==> src/rtl/oc_pkg.sv <==
package oc_pkg;

  typedef enum logic [1:0] {
    OCM_OFF    = 2'b00,
    OCM_TOGGLE = 2'b01,
    OCM_CLEAR  = 2'b10,
    OCM_SET    = 2'b11
  } oc_mode_e;

  // Value the compare bit takes when an event (match or force) hits it.
  function automatic logic oc_action(input logic [1:0] mode, input logic cur);
    logic nxt;
    case (mode)
      OCM_TOGGLE: nxt = ~cur;
      OCM_CLEAR:  nxt = 1'b0;
      OCM_SET:    nxt = 1'b1;
      default:    nxt = cur;
    endcase
    return nxt;
  endfunction

  // Non-zero mode hands the pin over to the compare bit.
  function automatic logic oc_owns_pin(input logic [1:0] mode);
    return mode != OCM_OFF;
  endfunction

endpackage

==> src/rtl/oc_match_gate.sv <==
module oc_match_gate #(
  parameter int CNT_W = 16
) (
  input  logic             clk,
  input  logic             rst_n,
  input  logic             tick,
  input  logic [CNT_W-1:0] cnt_val,
  input  logic             cnt_wr,
  input  logic             cmp_wr,
  input  logic [CNT_W-1:0] cmp_wdata,
  output logic [CNT_W-1:0] cmp_val,
  output logic             hit
);

  logic [CNT_W-1:0] cmp_q;
  logic             block_q;
  logic             equal;

  always_ff @(posedge clk) begin
    if (!rst_n) begin
      cmp_q <= '0;
    end else if (cmp_wr) begin
      cmp_q <= cmp_wdata;
    end
  end

  // Blocking window: armed by a counter write, consumed by the next tick.
  always_ff @(posedge clk) begin
    if (!rst_n) begin
      block_q <= 1'b0;
    end else if (cnt_wr) begin
      block_q <= 1'b1;
    end else if (tick) begin
      block_q <= 1'b0;
    end
  end

  assign equal   = (cnt_val == cmp_q);
  assign hit     = tick & equal & ~block_q & ~cnt_wr;
  assign cmp_val = cmp_q;

endmodule

==> src/rtl/oc_state_reg.sv <==
module oc_state_reg
  import oc_pkg::*;
(
  input  logic       clk,
  input  logic       rst_n,
  input  logic [1:0] mode,
  input  logic       hit,
  input  logic       force_oc,
  input  logic       flag_clr,
  output logic       oc_q,
  output logic       flag_q
);

  logic apply;

  assign apply = hit | force_oc;

  always_ff @(posedge clk) begin
    if (!rst_n) begin
      oc_q <= 1'b0;
    end else if (apply) begin
      oc_q <= oc_action(mode, oc_q);
    end
  end

  // A match in the same cycle wins over the clear.
  always_ff @(posedge clk) begin
    if (!rst_n) begin
      flag_q <= 1'b0;
    end else if (hit) begin
      flag_q <= 1'b1;
    end else if (flag_clr) begin
      flag_q <= 1'b0;
    end
  end

endmodule

==> src/rtl/oc_pin_mux.sv <==
module oc_pin_mux
  import oc_pkg::*;
(
  input  logic [1:0] mode,
  input  logic       oc_q,
  input  logic       port_data,
  input  logic       port_dir,
  output logic       pin_out,
  output logic       pin_oe
);

  logic src;

  assign src     = oc_owns_pin(mode) ? oc_q : port_data;
  assign pin_out = port_dir & src;
  assign pin_oe  = port_dir;

endmodule

==> src/rtl/oc_compare_unit.sv <==
module oc_compare_unit #(
  parameter int CNT_W = 16
) (
  input  logic             clk,
  input  logic             rst_n,
  input  logic             tick,
  input  logic [CNT_W-1:0] cnt_val,
  input  logic             cnt_wr,
  input  logic             cmp_wr,
  input  logic [CNT_W-1:0] cmp_wdata,
  input  logic [1:0]       oc_mode,
  input  logic             force_oc,
  input  logic             flag_clr,
  input  logic             port_data,
  input  logic             port_dir,
  output logic [CNT_W-1:0] cmp_val,
  output logic             oc_state,
  output logic             match_flag,
  output logic             pin_out,
  output logic             pin_oe
);

  logic hit_evt;

  oc_match_gate #(.CNT_W(CNT_W)) u_gate (
    .clk       (clk),
    .rst_n     (rst_n),
    .tick      (tick),
    .cnt_val   (cnt_val),
    .cnt_wr    (cnt_wr),
    .cmp_wr    (cmp_wr),
    .cmp_wdata (cmp_wdata),
    .cmp_val   (cmp_val),
    .hit       (hit_evt)
  );

  oc_state_reg u_state (
    .clk      (clk),
    .rst_n    (rst_n),
    .mode     (oc_mode),
    .hit      (hit_evt),
    .force_oc (force_oc),
    .flag_clr (flag_clr),
    .oc_q     (oc_state),
    .flag_q   (match_flag)
  );

  oc_pin_mux u_mux (
    .mode      (oc_mode),
    .oc_q      (oc_state),
    .port_data (port_data),
    .port_dir  (port_dir),
    .pin_out   (pin_out),
    .pin_oe    (pin_oe)
  );

endmodule

==> config.mk <==
export PLATFORM = sky130hd
export DESIGN_NAME = oc_compare_unit
export DESIGN_NICKNAME = d
export VERILOG_FILES = /design/src/rtl/oc_pkg.sv /design/src/rtl/oc_match_gate.sv /design/src/rtl/oc_state_reg.sv /design/src/rtl/oc_pin_mux.sv /design/src/rtl/oc_compare_unit.sv
export SDC_FILE = /design/constraint.sdc
export NUM_CORES = 1
export LEC_CHECK = 0
export ABC_CLOCK_PERIOD_IN_PS = 1200
export BUFFER_PORTS_ARGS = -buffer_cell sky130_fd_sc_hd__buf_2
export CAP_MARGIN = 25
export CORE_UTILIZATION = 37
export DETAILED_ROUTE_END_ITERATION = 6
export GPL_TIMING_DRIVEN = 0
export PLACE_DENSITY_LB_ADDON = 0.05
export SLEW_MARGIN = 40
export SYNTH_ARGS = -nofsm -noshare
export SYNTH_HDL_FRONTEND = slang
export SYNTH_SLANG_ARGS = --single-unit
==> constraint.sdc <==
create_clock -name clk -period 1.2 [get_ports clk]
set_input_delay 0.12 -clock clk [delete_from_list [all_inputs] [get_ports clk]]
set_output_delay 0.12 -clock clk [all_outputs]
set_load 0.01 [all_outputs]
After elaboration in Yosys (flattened, before gate mapping)
Index checks and enable logic that the tools add are counted.

operators by class
  bitwise gates (word level) = 8
  equality and inequality tests = 4
  multiplexer cells = 6
  reductions and logical operators = 5

operators with widths
  operator                                        count
  == test 16 bit                                  1
  nonzero test 2 bit                              3
  2-to-1 mux 1 bit                                5
  AND 1 bit                                       4
  == test 2 bit (second input constant)           2
  inverter 1 bit                                  3
  case mux 1 bit (3 select lines)                 1
  nonzero test 3 bit                              1
  == test 2 x 1 -> 1 bit (second input constant)  1
  AND reduction 2 bit                             1
  OR 1 bit                                        1

word-level totals
  logic and storage cells = 27
  bits of input ports = 43
  flip-flop bits (word level) = 19

Longest topological paths before layout
Gate-level depths: netlist (run 1).

  depth after elaboration = 6
  mapped depth = 5
  mapped depth without buffers = 5

Cells and area by module
Synthesis (run 1) repeated with hierarchy kept, for this count alone.

unflattened totals
  cells, all modules = 90
  area, all modules = 935.9 µm²

by module, submodules not included
  module         area an instance (µm²)  cells an instance  times used
  oc_match_gate  819.5                   76                 1
  oc_state_reg   90.1                    10                 1
  oc_pin_mux     26.3                    4                  1

Worst setup path before layout (run 1)
OpenSTA, ideal clock, no wires.

  kind = register to register
  start point = register u_gate.cmp_q[5], in the netlist u_gate.cmp_val[5]
  end point = register u_state.oc_q
  data arrival time = 1.191 ns
  setup time = 0.125 ns
  data required time = 1.075 ns
  cell stages (with the launch flop) = 6
  path slack = -0.116 ns
  cell sequence = dfxtp_1 -> xnor2_1 -> nand4_1 -> nor4_4 -> a211o_2 -> a31oi_1

between the ends
  longest elaborated chain between the ends = 6

ends and longest elaborated chain
  what                           RTL line             RTL
  from (decl)                    oc_match_gate.sv:15  logic [CNT_W-1:0] cmp_q;
  from (signal assigned)         oc_match_gate.sv:23  cmp_q <= cmp_wdata;
  == test 16 bit                 oc_match_gate.sv:38  assign equal = (cnt_val == cmp_q);
  AND 1 bit (3 in a row)         oc_match_gate.sv:39  assign hit = tick & equal & ~block_q & ~cnt_wr;
  OR 1 bit                       oc_state_reg.sv:16   assign apply = hit | force_oc;
  AND reduction 2 bit (no line)  -
  to (signal assigned)           oc_state_reg.sv:22   oc_q <= oc_action(mode, oc_q);
  to (decl)                      oc_state_reg.sv:10   output logic oc_q,

No other way between the ends.
A chain may end at the register's enable or synchronous reset.

Worst setup path after layout (run 1)
  start point = register u_gate.cmp_q[7], in the netlist u_gate.cmp_val[7]
  end point = register u_state.oc_q

The elaborated chain is that of the path after synthesis.

==> results of run 1 <==
## kinds of logic after synthesis
logic type             share of synthesized area [%]
XOR/XNOR                                        15.7
buffers and inverters                           3.04
AO/OA/AOI/OAI                                   5.16
multiplexers                                    16.9
flip-flops                                      40.2
AND/OR/NAND/NOR                                 18.9
## how the worst max path moves through the flow
stage	from	to	slack, ps	cells after the start
finish	u_gate.cmp_val[7]$_SDFFE_PN0P_	u_state.oc_q$_SDFFE_PN0P_	-180	5
CTS	u_gate.cmp_val[10]$_SDFFE_PN0P_	u_state.oc_q$_SDFFE_PN0P_	-200	5
global placement	u_gate.cmp_val[10]$_SDFFE_PN0P_	u_state.oc_q$_SDFFE_PN0P_	-190	5
detailed placement	u_gate.cmp_val[10]$_SDFFE_PN0P_	u_state.oc_q$_SDFFE_PN0P_	-210	5
global route	u_gate.cmp_val[10]$_SDFFE_PN0P_	u_state.oc_q$_SDFFE_PN0P_	-270	5
floorplan	u_gate.cmp_val[7]$_SDFFE_PN0P_	u_state.oc_q$_SDFFE_PN0P_	-70	5
## metal layers
metal	track usage [%]	wire length [um]	up-vias	share of wire (%)
li1	-	-	449	-
met1	20.9	1000	378	48
met2	26.6	908	42	44
met3	3.19	154	2	7.4
met4	5.26	12	0	0.58
met5	0	0	-	0
## repair_timing
action | in CTS | in global routing
hold buffers | 0 | 0
buffers inserted | 2 | 0
setup endpoints to repair | 3 | 3
resized for setup | 1 | 2
pin swaps | 3 | 4
## where the power goes
part	switching [W]	internal (W)	total, W
logic	0.000137	0.000174	0.000311
clock network	0.000175	0.000129	0.000304
registers	0.0000325	0.000671	0.000703
## worst max-delay path, stage by stage, from the launching register on
cell and delay, ps:
dfxtp_2 370, xnor2_2 100, nand4_1 170, nor4_4 380, a211o_2 180, a31oi_1 60
## synthesized netlist by cell type (all sizes together), types with 2 or more instances
master   n
inv      2
xor2     3
nor2b   13
dfxtp   19
nand3    2
mux2i   16
xnor2   14
buf      3
nor2     9
nand4    3
## layout make-up
cell class	instances	area (um^2)	area share (%)
clock buffer	4	26.3	1.93
tap	28	35.0	2.58
multi-input combinational	70	559	41.1
sequential	19	390	28.7
buffer	4	21.3	1.56
timing repair buffer	63	320	23.6
inverter	2	7.51	0.552
## stage by stage
stage | setup TNS [ps] | util (%) | instance area, um^2 | worst slack, ps
after CTS | -335 | 58.0 | 1350 | -203
final | -274 | 58.7 | 1360 | -180
after global placement | -270 | 55.9 | 1300 | -188
after detailed placement | -308 | 55.9 | 1300 | -210
after global routing | -588 | 58.7 | 1360 | -274
after floorplan | -67.3 | - | 956 | -67.3
## state kept, by name (all words and copies together) (netlist names)
signal / cells
u_state.oc_q: 1
u_gate.block_q: 1
u_gate.cmp_val: 16
u_state.flag_q: 1
## cells in the final DEF (no fill, tap or decap), drive strengths merged, types with 2 or more instances in the layout
cell type	n
nand4	3
nor2	9
xor2	3
mux2i	16
dfxtp	19
clkbuf	5
xnor2	14
nor2b	13
inv	2
buf	66
nand3	2
==> impl_metrics.json, run 1 <==
{
  "dr.pass1.iters": 4,
  "hp-class": "input port to flip-flop",
  "yosys-top-cells-area": "dfxtp_1 40%, mux2i_1 17%, xnor2_1 13%",
  "grt_antenna_before_repair": 0,
  "leakagePower_nw": 0.688,
  "worst_clock_skew_ps": 6.44,
  "regToRegSetupSlack_ps": -180,
  "clkSinkCount": 19,
  "core_mm2": 0.00232,
  "cts_max_level": 1,
  "drt_wl_total_um": 2080,
  "dp_hpwl_um": 1640,
  "clockBufferDepth": 2,
  "synth_edf_count": 0,
  "synth_flop_cell": "dfxtp_1",
  "die_h_um": 52.6,
  "cts_tree": "built",
  "end_kind": "flip-flop",
  "ant_nets": 0,
  "min_to": "u_gate.block_q$_SDFFE_PN0P_",
  "critical_path_class": "flip-flop to flip-flop",
  "wl_per_cell_um": 10.9,
  "outcome": "finished, violations left",
  "start_util_pct": 40.8,
  "min_period_ps": 1380,
  "ir_drop_uv": 602,
  "drtIter0Drc": 11,
  "rr_worst_depth": 5,
  "grt_max_degree": 11,
  "dp.cells": 184,
  "r2r_end": "u_state.oc_q$_SDFFE_PN0P_",
  "violations": "negative setup slack",
  "crit_required_ps": 1370,
  "diodes": 0,
  "track_usage_pct": 16.2,
  "grt_setup_unrepaired": "yes",
  "fp.dieW_um": 52.6,
  "final_nets": 206,
  "setup.worst_path.start_class": "flip-flop",
  "cp_max_fo": 3,
  "grt_pass1_wl_um": 3260,
  "ys_async_sr_fraction_pct": 0,
  "rows": 17,
  "yosys.area.top_type_share_pct": 40.2,
  "setup_violations": 3,
  "syn_area_per_cell_um2": 9.96,
  "hold_slack_ps": 49.9,
  "fin_ws_ps": -180,
  "grt_pass1_vias": 791,
  "vias": 871,
  "fmaxAchievable_mhz": 724,
  "clkLatencyLatePin_ps": 280,
  "yosysWarnings": 0,
  "rr_startpoint": "u_gate.cmp_val[7]$_SDFFE_PN0P_",
  "hold_start": "cnt_wr",
  "die_area_mm2": 0.00276,
  "cts.reportedPaths.clkPinSlew_ps": 100,
  "synth.largest_area_cell": "dfxtp_1",
  "synth.ff_latch_count": 19,
  "maxSlewViolCount": 0,
  "worst_pin_slew_ps": 386,
  "synth_cells": 95,
  "powerDensity_mw_per_mm2": 970,
  "routed_via_density": 4.58,
  "hold_viol_final": 0,
  "cap_violations": 0,
  "ios": 63,
  "yosysUniqueCellTypes": 22,
  "grt_overflow_total": 0,
  "gp_congestion": 0.665,
  "timing.final.crit_share_pct": 115,
  "netlist_area_um2": 946,
  "slew_headroom_pct": 74.3,
  "cts_buffers": 3,
  "yosysSeqAreaShare_pct": 40.2,
  "port_buffers": 61,
  "min_path_cells": 2,
  "drc": 0,
  "synth_nets": 138,
  "fillerInstances": 214,
  "final_cells": 190,
  "syn2layout_area_growth_pct": 43.8,
  "drive_gt1_share_pct": 51.2,
  "root_buffer": "clkbuf_4",
  "cp.arrival_ps": 1550,
  "total_power_w": 0.00132
}
(Power assumes the default switching activity.)
==> run 2: changes to the inputs <==
--- a/config.mk
+++ b/config.mk
@@ -8,7 +8,9 @@
 export ABC_CLOCK_PERIOD_IN_PS = 1200
 export BUFFER_PORTS_ARGS = -buffer_cell sky130_fd_sc_hd__buf_2
 export CAP_MARGIN = 25
-export CORE_UTILIZATION = 37
+export CELL_PAD_IN_SITES_DETAIL_PLACEMENT = 1
+export CELL_PAD_IN_SITES_GLOBAL_PLACEMENT = 1
+export CORE_UTILIZATION = 26
 export DETAILED_ROUTE_END_ITERATION = 6
 export GPL_TIMING_DRIVEN = 0
 export PLACE_DENSITY_LB_ADDON = 0.05
==> impl_metrics.json, run 2 (synthesized netlist as in run 1, its figures left out) <==
{
  "cts.reportedPaths.clkPinSlew_ps": 110,
  "dp_slack_ps": -243,
  "largest_reg_flops": 16,
  "setup.worst_path.start_class": "flip-flop",
  "ir_drop_uv": 298,
  "routed_via_density": 4.29,
  "die_h_um": 62.3,
  "internal_power_w": 0.000990,
  "setup_violations": 3,
  "cts_max_level": 1,
  "multi_input_area_um2": 582,
  "cts_tree": "built",
  "design_area_mm2": 0.00144,
  "dr.pass1.iters": 2,
  "clockBufferDepth": 2,
  "clkPwrFrac_pct": 23.6,
  "hold_start": "cnt_wr",
  "fin_ws_ps": -208,
  "die_area_mm2": 0.00388,
  "track_usage_pct": 14.0,
  "end_kind": "flip-flop",
  "gp_congestion": 0.648,
  "critical_path_class": "flip-flop to flip-flop",
  "worst_pin_slew_ps": 394,
  "root_buffer": "clkbuf_4",
  "leakagePower_nw": 0.724,
  "final_cells": 212,
  "crit_buf_inv": 0,
  "fp.dieW_um": 62.3,
  "regToRegSetupSlack_ps": -210,
  "start_util_pct": 27.7,
  "final_nets": 210,
  "grt_pass1_vias": 988,
  "fmaxAchievable_mhz": 710,
  "core_mm2": 0.00342,
  "min_period_ps": 1410,
  "cap_violations": 0,
  "combPwrFrac_pct": 24.7,
  "hold_viol_final": 0,
  "maxSlewViolCount": 0,
  "outcome": "finished, violations left",
  "min_to": "u_gate.block_q$_SDFFE_PN0P_",
  "grt_overflow_total": 0,
  "cts_buffers": 3,
  "worst_clock_skew_ps": 4.02,
  "ant_nets": 0,
  "violations": "negative setup slack",
  "cts_hold_buf": 0,
  "drtIter0Drc": 12,
  "syn2layout_area_growth_pct": 51.7,
  "hp-class": "input port to flip-flop",
  "drt_wl_total_um": 2500,
  "clkSinkCount": 19,
  "p_sw_w": 0.000372,
  "cp.arrival_ps": 1580,
  "cp_max_fo": 3,
  "rr_startpoint": "u_gate.cmp_val[1]$_SDFFE_PN0P_",
  "layout_commonest_cell": "buf_2",
  "critical_path.top_delay_family": "simple AND/OR/NAND/NOR gates",
  "ios": 63,
  "port_buffers": 61,
  "grt_setup_unrepaired": "yes",
  "grt_max_degree": 11,
  "drive_gt1_share_pct": 54.2,
  "powerDensity_mw_per_mm2": 949,
  "timing.final.crit_share_pct": 117,
  "seqPwrFrac_pct": 51.7,
  "total_power_w": 0.00136,
  "placed_cell_area_mm2": 0.00132,
  "max_stage_delay_ps": 390,
  "drc": 0,
  "swShare_pct": 27.3,
  "diodes": 0,
  "dp.cells": 202,
  "grt_antenna_before_repair": 0,
  "grt_pass1_wl_um": 4280,
  "cp_cell_sequence": "xnor2_2, nand4_1, nor4_4, a211o_2, a31oi_1",
  "fillerInstances": 424,
  "r2r_end": "u_state.oc_q$_SDFFE_PN0P_",
  "min_path_cells": 2,
  "clkLatencyLatePin_ps": 290,
  "wl_per_cell_um": 11.8,
  "fin_tns_setup_ps": -327,
  "slew_headroom_pct": 73.7,
  "slowest_stage": "nor4_4",
  "vias": 909,
  "crit_required_ps": 1370,
  "final_cell_mix": "63 x buf_2, 16 x mux2i_1, 13 x nor2b_1, 11 x dfxtp_1, 9 x nor2_1",
  "rows": 21,
  "ff_latch_area_um2": 390,
  "rr_worst_depth": 5
}
## run 2: changes by cell type in the layout (fill, tap and decap cells not counted)
| cell | change |
|---|---|
| buf_4 | +4 |
| xnor2_2 | +3 |
| xnor2_1 | -3 |
## run 2: worst max-delay path by stage
stage / start / to / cells past startpoint
detailed placement: u_gate.cmp_val[1]$_SDFFE_PN0P_ / u_state.oc_q$_SDFFE_PN0P_ / 5
global route: u_gate.cmp_val[7]$_SDFFE_PN0P_ / u_state.oc_q$_SDFFE_PN0P_ / 5
global placement: u_gate.cmp_val[10]$_SDFFE_PN0P_ / u_state.oc_q$_SDFFE_PN0P_ / 5
floorplan: u_gate.cmp_val[7]$_SDFFE_PN0P_ / u_state.oc_q$_SDFFE_PN0P_ / 5
CTS: u_gate.cmp_val[14]$_SDFFE_PN0P_ / u_state.oc_q$_SDFFE_PN0P_ / 5
finish: u_gate.cmp_val[1]$_SDFFE_PN0P_ / u_state.oc_q$_SDFFE_PN0P_ / 5
## run 2: metrics by stage
| stage | hold WS [ps] | util (%) |
|---|---|---|
| after floorplan | 244 | - |
| after global placement | 345 | 38.6 |
| after detailed placement | 361 | 38.6 |
| after CTS | 45.7 | 40.9 |
| after global routing | 26.5 | 42.0 |
| final | 53.7 | 42.0 |
## run 2: power groups by stage
stage / Combinational, W / Sequential, W / Clock (W)
3_3_place_gp: 0.000299 / 0.000715 / 0
2_1_floorplan: 0.000150 / 0.000731 / 0
5_1_grt: 0.000372 / 0.000710 / 0.000394
6_report: 0.000337 / 0.000704 / 0.000321
3_5_place_dp: 0.000308 / 0.000717 / 0
4_1_cts: 0.000331 / 0.000703 / 0.000348
## run 2: area by class of cell
type / instances / share of cell area [%]
buffer: 4 / 1.48
clock buffer: 4 / 1.83
inverter: 2 / 0.523
multi-input combinational: 70 / 40.5
sequential: 19 / 27.2
tap: 46 / 4.01
timing repair buffer: 67 / 24.4
## run 2: layer usage
metal,routed length (um),global-route usage [%]
met4,15,5.23
met5,0,0
met3,165,3.31
met2,1220,24.5
met1,1100,16.6
## run 2: what timing repair did
action	CTS	global route
hold endpoints to repair	0	0
pin swaps	8	4
setup endpoints to repair	3	3
setup buffers	4	2
resized for setup	3	3
